File: config.mk
export PLATFORM = sky130hd
export DESIGN_NAME = clk_freq_meter
export DESIGN_NICKNAME = d
export VERILOG_FILES = /design/src/rtl/fmeter_pkg.sv /design/src/rtl/fmeter_dp.sv /design/src/rtl/fmeter_ctrl.sv /design/src/rtl/clk_freq_meter.sv
export SDC_FILE = /design/constraint.sdc
export NUM_CORES = 1
export LEC_CHECK = 0
export ABC_CLOCK_PERIOD_IN_PS = 4100
export BUFFER_PORTS_ARGS = -buffer_cell sky130_fd_sc_hd__buf_4
export CORE_UTILIZATION = 40
export CTS_BUF_LIST = sky130_fd_sc_hd__clkbuf_8 sky130_fd_sc_hd__clkbuf_16
export DETAILED_ROUTE_END_ITERATION = 8
export GPL_ROUTABILITY_DRIVEN = 0
export PLACE_DENSITY = 0.63
export SLEW_MARGIN = 5
export SYNTH_ARGS = -nofsm -noshare
export SYNTH_HDL_FRONTEND = slang
export SYNTH_SLANG_ARGS = --single-unit
File: constraint.sdc
create_clock -name clk -period 4.1 [get_ports clk]
set_input_delay 1.025 -clock clk [delete_from_list [all_inputs] [get_ports clk]]
set_output_delay 1.025 -clock clk [all_outputs]
set_load 0.01 [all_outputs]
File: src/rtl/fmeter_pkg.sv
`timescale 1ns/1ps
package fmeter_pkg;
  localparam int unsigned REG_W  = 32;
  localparam int unsigned ADDR_W = 8;

  localparam logic [ADDR_W-1:0] OFF_CTRL  = 8'h00;
  localparam logic [ADDR_W-1:0] OFF_VALUE = 8'h0C;
  localparam logic [ADDR_W-1:0] OFF_MON   = 8'h10;

  // control-word field positions (decoded by software)
  localparam int unsigned CTRL_DET_BIT = 24;
  localparam int unsigned CTRL_SEL_LO  = 26;
  localparam int unsigned MON_VALID_BIT = 0;
  localparam int unsigned MON_FREE_BIT  = 8;

  typedef enum logic [1:0] {
    ST_IDLE = 2'd0,
    ST_ARM  = 2'd1,
    ST_RUN  = 2'd2,
    ST_DONE = 2'd3
  } meterState_t;

  typedef struct packed {
    logic clear;    // hold counters at zero
    logic start;    // first monitored edge seen: open window
    logic run;      // window open: count reference cycles
    logic capture;  // window closed: latch result
  } meterStrobe_t;
endpackage

File: src/rtl/fmeter_dp.sv
`timescale 1ns/1ps
module fmeter_dp
  import fmeter_pkg::*;
#(
  parameter int unsigned NUM_CH = 4,
  parameter int unsigned CNT_W  = 24,
  parameter int unsigned VAL_W  = 32,
  localparam int unsigned SEL_W = (NUM_CH > 1) ? $clog2(NUM_CH) : 1
) (
  input  logic              clk,
  input  logic              rstN,
  input  logic [NUM_CH-1:0] monClk,
  input  logic [SEL_W-1:0]  chSel,
  input  logic              freeRunEn,
  input  logic [CNT_W-1:0]  windowLen,
  input  meterStrobe_t      stb,
  output logic              edgePulse,
  output logic              windowEnd,
  output logic [VAL_W-1:0]  resultVal
);
  localparam logic [VAL_W-1:0] REF_MAX = '1;

  logic [NUM_CH-1:0] syncA;
  logic [NUM_CH-1:0] syncB;

  genvar ch;
  generate
    for (ch = 0; ch < NUM_CH; ch++) begin : g_sync
      always_ff @(posedge clk or negedge rstN) begin
        if (!rstN) begin
          syncA[ch] <= 1'b0;
          syncB[ch] <= 1'b0;
        end else begin
          syncA[ch] <= monClk[ch];
          syncB[ch] <= syncA[ch];
        end
      end
    end
  endgenerate

  logic selLevel;
  logic selPrev;
  assign selLevel = syncB[chSel];

  always_ff @(posedge clk or negedge rstN) begin
    if (!rstN) selPrev <= 1'b0;
    else       selPrev <= selLevel;
  end

  assign edgePulse = freeRunEn & selLevel & ~selPrev;

  logic [CNT_W-1:0] edgeCnt;
  logic [CNT_W-1:0] tgtLatch;
  logic [VAL_W-1:0] refCnt;
  logic [CNT_W:0]   edgeNext;

  assign edgeNext  = {1'b0, edgeCnt} + 1'b1;
  assign windowEnd = edgePulse && (edgeNext == {1'b0, tgtLatch});

  always_ff @(posedge clk or negedge rstN) begin
    if (!rstN) begin
      edgeCnt  <= '0;
      tgtLatch <= '0;
      refCnt   <= '0;
    end else if (stb.clear) begin
      edgeCnt <= '0;
      refCnt  <= '0;
    end else if (stb.start) begin
      edgeCnt  <= '0;
      refCnt   <= {{(VAL_W-1){1'b0}}, 1'b1};
      tgtLatch <= windowLen;
    end else if (stb.run) begin
      if (refCnt != REF_MAX) refCnt <= refCnt + 1'b1;
      if (edgePulse) edgeCnt <= edgeNext[CNT_W-1:0];
    end
  end

  always_ff @(posedge clk or negedge rstN) begin
    if (!rstN)            resultVal <= '0;
    else if (stb.capture) resultVal <= refCnt;
  end

  // an open window never holds more edges than its latched length
  p_window_bound_r5: assert property (@(posedge clk) disable iff (!rstN)
    stb.run |-> (edgeCnt < tgtLatch));
endmodule

File: src/rtl/fmeter_ctrl.sv
`timescale 1ns/1ps
module fmeter_ctrl
  import fmeter_pkg::*;
#(
  parameter int unsigned NUM_CH = 4,
  parameter int unsigned CNT_W  = 24,
  parameter int unsigned VAL_W  = 32,
  localparam int unsigned SEL_W = (NUM_CH > 1) ? $clog2(NUM_CH) : 1
) (
  input  logic              clk,
  input  logic              rstN,
  input  logic              busWe,
  input  logic [ADDR_W-1:0] busAddr,
  input  logic [REG_W-1:0]  busWdata,
  output logic [REG_W-1:0]  busRdata,
  input  logic              edgePulse,
  input  logic              windowEnd,
  input  logic [VAL_W-1:0]  resultVal,
  output logic [SEL_W-1:0]  chSel,
  output logic              freeRunEn,
  output logic [CNT_W-1:0]  windowLen,
  output meterStrobe_t      stb
);
  logic [CNT_W-1:0] cycleCnt;
  logic             detEn;
  meterState_t      state;
  logic             valid;

  always_ff @(posedge clk or negedge rstN) begin
    if (!rstN) begin
      cycleCnt  <= '0;
      detEn     <= 1'b0;
      chSel     <= '0;
      freeRunEn <= 1'b0;
    end else if (busWe) begin
      if (busAddr == OFF_CTRL) begin
        cycleCnt <= busWdata[CNT_W-1:0];
        detEn    <= busWdata[CTRL_DET_BIT];
        chSel    <= busWdata[CTRL_SEL_LO +: SEL_W];
      end else if (busAddr == OFF_MON) begin
        freeRunEn <= busWdata[MON_FREE_BIT];
      end
    end
  end

  assign windowLen = (cycleCnt == '0) ? {{(CNT_W-1){1'b0}}, 1'b1} : cycleCnt;

  always_comb begin
    stb         = '0;
    stb.clear   = (state == ST_IDLE) || !detEn;
    stb.start   = (state == ST_ARM) && detEn && edgePulse;
    stb.run     = (state == ST_RUN) && detEn;
    stb.capture = stb.run && windowEnd;
  end

  always_ff @(posedge clk or negedge rstN) begin
    if (!rstN) state <= ST_IDLE;
    else if (!detEn) state <= ST_IDLE;
    else begin
      case (state)
        ST_IDLE: state <= ST_ARM;
        ST_ARM:  if (stb.start)   state <= ST_RUN;
        ST_RUN:  if (stb.capture) state <= ST_DONE;
        default: state <= ST_DONE;
      endcase
    end
  end

  assign valid = (state == ST_DONE);

  always_comb begin
    busRdata = '0;
    case (busAddr)
      OFF_CTRL: begin
        busRdata[CNT_W-1:0]              = cycleCnt;
        busRdata[CTRL_DET_BIT]           = detEn;
        busRdata[CTRL_SEL_LO +: SEL_W]   = chSel;
      end
      OFF_VALUE: busRdata[VAL_W-1:0] = resultVal;
      OFF_MON: begin
        busRdata[MON_VALID_BIT] = valid;
        busRdata[MON_FREE_BIT]  = freeRunEn;
      end
      default: busRdata = '0;
    endcase
  end

  // a cleared detect enable drops valid on the next cycle
  p_clear_drops_valid_r7: assert property (@(posedge clk) disable iff (!rstN)
    !detEn |=> !valid);
  // valid only rises out of a measurement that was enabled
  p_valid_from_enabled_r7: assert property (@(posedge clk) disable iff (!rstN)
    $rose(valid) |-> $past(detEn));
  // a gated monitored clock freezes a pending measurement
  p_gated_arm_hold_r6: assert property (@(posedge clk) disable iff (!rstN)
    (state == ST_ARM && detEn && !freeRunEn) |=> (state == ST_ARM));
  p_gated_run_hold_r6: assert property (@(posedge clk) disable iff (!rstN)
    (state == ST_RUN && detEn && !freeRunEn) |=> (state == ST_RUN));
endmodule

File: src/rtl/clk_freq_meter.sv
`timescale 1ns/1ps
module clk_freq_meter
  import fmeter_pkg::*;
#(
  parameter int unsigned NUM_CH = 4,
  parameter int unsigned CNT_W  = 24,
  parameter int unsigned VAL_W  = 32
) (
  input  logic              clk,
  input  logic              rstN,
  input  logic              busWe,
  input  logic [ADDR_W-1:0] busAddr,
  input  logic [REG_W-1:0]  busWdata,
  output logic [REG_W-1:0]  busRdata,
  input  logic [NUM_CH-1:0] monClk
);
  localparam int unsigned SEL_W = (NUM_CH > 1) ? $clog2(NUM_CH) : 1;

  meterStrobe_t     stb;
  logic             edgePulse;
  logic             windowEnd;
  logic [VAL_W-1:0] resultVal;
  logic [SEL_W-1:0] chSel;
  logic             freeRunEn;
  logic [CNT_W-1:0] windowLen;

  fmeter_ctrl #(.NUM_CH(NUM_CH), .CNT_W(CNT_W), .VAL_W(VAL_W)) u_ctrl (
    .clk(clk), .rstN(rstN), .busWe(busWe), .busAddr(busAddr),
    .busWdata(busWdata), .busRdata(busRdata), .edgePulse(edgePulse),
    .windowEnd(windowEnd), .resultVal(resultVal), .chSel(chSel),
    .freeRunEn(freeRunEn), .windowLen(windowLen), .stb(stb)
  );

  fmeter_dp #(.NUM_CH(NUM_CH), .CNT_W(CNT_W), .VAL_W(VAL_W)) u_dp (
    .clk(clk), .rstN(rstN), .monClk(monClk), .chSel(chSel),
    .freeRunEn(freeRunEn), .windowLen(windowLen), .stb(stb),
    .edgePulse(edgePulse), .windowEnd(windowEnd), .resultVal(resultVal)
  );

  // every completed window reports at least one reference cycle
  p_result_nonzero_r4: assert property (@(posedge clk) disable iff (!rstN)
    $rose(busRdata[MON_VALID_BIT] && busAddr == OFF_MON) |-> (resultVal != '0));
endmodule

# Word level (Yosys, flattened, before mapping)
# Cells that the tools add are included.
[word_totals]
romBits = 0
latch_bits = 0
n_memories = 0
reg_bits = 151
ram_bits = 0
[classes]
bitwise = 5
order_cmp = 1
eq_ne = 9
n_shift = 0
n_div = 0
muxes = 22
reduce_logical = 19
addsub = 2
n_mul = 0
[op_table]
columns = ["cell", "n"]
rows = [
  ["$mux W32", 4],
  ["$mux W24", 5],
  ["$add A32 B1 Y32 const B", 1],
  ["$ne A32 B32 Y1 const B", 1],
  ["$pmux W16 S2", 1],
  ["$add A24 B1 Y25 const B", 1],
  ["$eq A25 B24 Y1", 1],
  ["$logic_not A24 Y1", 1],
  ["$pmux W7 S2", 1],
  ["$reduce_and A2 Y1", 5],
  ["$reduce_bool A3 Y1", 3],
  ["$eq A8 B4 Y1 const B", 1],
  ["$eq A8 B5 Y1 const B", 1],
  ["$logic_not A8 Y1", 1],
  ["$mux W2", 3],
  ["$ne A3 B3 Y1 const B", 2],
  ["$pmux W1 S3", 2],
  ["$pmux W2 S3", 1],
  ["$logic_and A1 B1 Y1", 5],
  ["$eq A2 B2 Y1 const B", 2],
  ["$mux W4", 1],
  ["$pmux W2 S2", 1],
  ["$lt A2 B3 Y1 const B", 1],
  ["$not A1 Y1", 3],
  ["8 further kinds", 10],
]

# Depth between registers and ports, before layout
[depth]
ltp_word = 9
depth_mapped = 9
ltp_nobuf = 8

# Cells and area by module
# A second synthesis with hierarchy kept.
[unflattened]
cells_unflattened = 702
hier_area_um2 = 7793.7
[by_module_without_submodules]
columns = ["module", "area_per_inst_um2", "cells_each", "instances"]
rows = [
  ["fmeter_dp", 6004.5, 552, 1],
  ["fmeter_ctrl", 1789.2, 150, 1],
]

# Worst setup path after synthesis
# No wires, ideal clock.
[synth_timing]
path_type = "in2out"
startpoint = "input busAddr[5]"
endpoint = "output busRdata[10]"
path_slack_ns = 0.624
n_path_buf = 1
path_stages = 6
arrival_time_ns = 2.451
path_cell_list = "nor3_1 > nand2_1 > or3_1 > nor2_1 > clkbuf_1 > a22o_1"
[synth_via]
elab_chain_len = 2
elab_cells_between_ends = 3
cone_classes = "1 x eq/ne; 1 x mux; 1 x reduce/logical"
[synth_rtl]
columns = ["item", "line_no", "source"]
rows = [
  ["from (decl)", "clk_freq_meter.sv:12", "input logic [ADDR_W-1:0] busAddr,"],
  ["$eq A8 B4 Y1 or $logic_not A8 Y1 (tied branches)", "fmeter_ctrl.sv:73", "case (busAddr)"],
  ["$pmux W16 S2 *", "fmeter_ctrl.sv:73", ""],
  ["to (decl)", "clk_freq_meter.sv:14", "output logic [REG_W-1:0] busRdata,"],
]
# Every way passes the cells marked *; elsewhere a longest branch is shown, timed or not.

# Worst setup path in the final report
[layout_timing]
startpoint = "input busAddr[5]"
endpoint = "output busRdata[15]"
# The elaborated chain is that of the path after synthesis.

==> results.ini <==
[detailed_routing]
drtIter0Drc=320
antenna_left=0
wl_per_cell_um=18.3
vias=5646
vias_per_cell=5.58
postRouteWirelength_mm=18.5
dr.pass1.iters=4
drcViolationCount=0

[clocking]
clock_latency_ps=420
clk_path_buf_depth=2
cts_resized=0
cts.sinks=151
clk_pin_slew_worst_paths_ps=60
tritoncts=done
htree_levels=4
cts_root_buf=clkbuf_16
holdBufCountCts=0
post_cts.repair.setup_buffers=0
numCtsBuffers=17

[worst_setup_path]
crit_path_end_kind=primary output
cp_max_fo=26
worstSetupPathType=input port to primary output
worstPathCellList=buf_4, nor3_1, nand2_1, or3_1, nor2_2, buf_4, a22o_1, buf_4
cp.required_ps=3070
cpMostUsedCell=buf_4
arrival_ps=2570
cpPeakStageDelay_ps=380
crit_slowest_cell=or3_1
critPathLaunchType=input port

[power_and_ir_drop]
power_density_mw_per_mm2=342
irDropWorstVdd_mv=0.275
intPower_w=0.00243
power_w=0.00309
combPwrFrac=0.034
power_frac_clock=0.469
p_sw_frac=0.215
p_switching_w=0.000663
sequentialPowerShare=0.497
leakagePower_nw=4.30

[layout]
final_common_cell=dfrtp_1
mostFrequentLayoutCells=151 x dfrtp_1, 84 x buf_4, 65 x nor2_1, 54 x mux2_2, 49 x nand2_1
stdcell_area_mm2=0.00903
drive_gt1_frac=0.275
nFillCells=1695
seqCellArea_mm2=0.00378
synthToLayoutAreaGrowth_pct=17.4
antenna_cells=0
multi_input_area_mm2=0.00374
nets=815

[floorplanning]
fp.dieW_um=141
ios=79
die_h_um=141
die_area_mm2=0.0198
rows=50
start_util=0.410
core_area_mm2=0.0188

[global_routing]
met3_usage=0.0340
grt_pass1_vias=5644
grt_pass1_wl_mm=29.9
grt_busiest_layer=met2
grt_use_met1=0.243
track_usage=0.195
grt_max_degree=88
gr-usage-met2=0.339
antenna_found_initial=0
overflow=0

[place]
dpl.hpwl_mm=13.3
portBuffers=73
place_area_mm2=0.00848
pre_cts_ws_ps=511

[logic_synthesis]
syn_area_mm2=0.00770
synth_edf_count=0
seq_area_frac_synth=0.491
ys.flop_type=dfrtp_1
syn_nets=746
ys_warn_count=0
synth_area_leaders=dfrtp_1 49%, mux2_2 7.9%, mux2_4 5.9%
ys_async_sr_fraction=1.00
avgSynthCellArea_um2=11.0
syn_inst=697
yosysUniqueCellTypes=50
netlist.area_leader.share=0.491
synth_seq_cells=151
yosys.area.top_type=dfrtp_1

[run_status]
status=finished clean

[sta]
setup_violations=0
worst_slew_pin_slew_ps=1140
slew_violations=0
fin_crit_sh=0.876
fin_ws_ps=509
fmax_mhz=278
finalHoldViolCount=0
fin_skew_ps=10.5
tns_ps=0
grt_setup_unrepaired=false
relSlewSlack=0.238
period_needed_ps=3590

[run]
cap_viol_max_count=0

[min_path]
min_path_type=flip-flop to flip-flop

==> power by group through the flow <==
stage / logic (W) / clock network (W) / registers, W
6_report: 0.000105 / 0.00145 / 0.00153
5_1_grt: 0.000117 / 0.00154 / 0.00154
4_1_cts: 0.000108 / 0.00148 / 0.00153
3_5_place_dp: 0.000108 / 0 / 0.00156
3_3_place_gp: 0.000105 / 0 / 0.00156
2_1_floorplan: 0.0000330 / 0 / 0.00155
==> flip-flops by register name, summed over array words and instances, names as in the netlist, 4 cells and up <==
| signal | count |
|---|---|
| u_dp.tgtLatch | 24 |
| u_dp.edgeCnt | 24 |
| u_dp.resultVal | 32 |
| u_dp.syncB | 4 |
| u_dp.syncA | 4 |
| u_ctrl.cycleCnt | 24 |
| u_dp.refCnt | 32 |
==> critical path: cells and delay by family <==
kind / cells / cell delay [ps]
AO/OA/AOI/OAI: 1 / 240
AND/OR/NAND/NOR: 4 / 760
buffers and inverters: 3 / 540
==> kinds of logic after synthesis <==
group / after synthesis / synth area share
fa+ha+maj: 3 / 0.00455
xor+xnor: 63 / 0.0717
compound gates: 105 / 0.0912
buf+inv: 44 / 0.0262
mux: 91 / 0.148
flops: 151 / 0.491
simple gates: 240 / 0.167
==> cell usage after synthesis, types with 5 or more instances <==
cell type	count
and2_1	9
nand2_1	49
a22o_1	26
mux2_2	54
o21ai_0	38
mux2_4	30
and4_1	10
nor2_1	66
xor2_1	32
a31oi_1	6
or3_1	5
nor3_1	17
xnor2_1	31
mux2i_1	6
nand4_1	14
nand3_1	23
o31ai_1	12
a21oi_1	10
dfrtp_1	151
nor2b_1	8
nor4_1	9
and3_1	13
clkbuf_1	25
inv_1	9
==> layer usage <==
metal	part of all wire	routed length, µm
met2	0.51	9430
met5	0	0
met1	0.43	8020
met3	0.035	652
met4	0.021	384
==> worst paths after layout <==
kind	from	end	slack, ps	depth (start not counted)
setup / recovery	busAddr[5]	busRdata[15]	510	8
hold / removal	u_dp.syncA[0]$_DFF_PN0_	u_dp.syncB[0]$_DFF_PN0_	350	0
setup reg to reg	u_dp.edgeCnt[0]$_DFFE_PN0P_	u_dp.resultVal[2]$_DFFE_PN0P_	660	9
hold reg to reg	u_dp.syncA[0]$_DFF_PN0_	u_dp.syncB[0]$_DFF_PN0_	350	0
max in group asynchronous	rstN	u_dp.edgeCnt[15]$_DFFE_PN0P_	2510	2
min in group asynchronous	rstN	u_dp.syncB[2]$_DFF_PN0_	690	1
==> layout make-up <==
class	instances	share of cell area
flip-flops and latches	151	0.418
multi-input cells	502	0.414
repair buffers	85	0.0710
clock buffers	20	0.0517
well taps	234	0.0324
clock inverters	11	0.00928
inverters	9	0.00374
==> stage by stage <==
| stage | std cells | hold slack (ps) | util |
|---|---|---|---|
| floorplan | 697 | 331 | - |
| global placement | 981 | 335 | 0.452 |
| detailed placement | 981 | 347 | 0.452 |
| CTS | 1012 | 358 | 0.481 |
| global route | 1012 | 364 | 0.481 |
| finish | 1012 | 354 | 0.481 |
(Power assumes the default switching activity.)
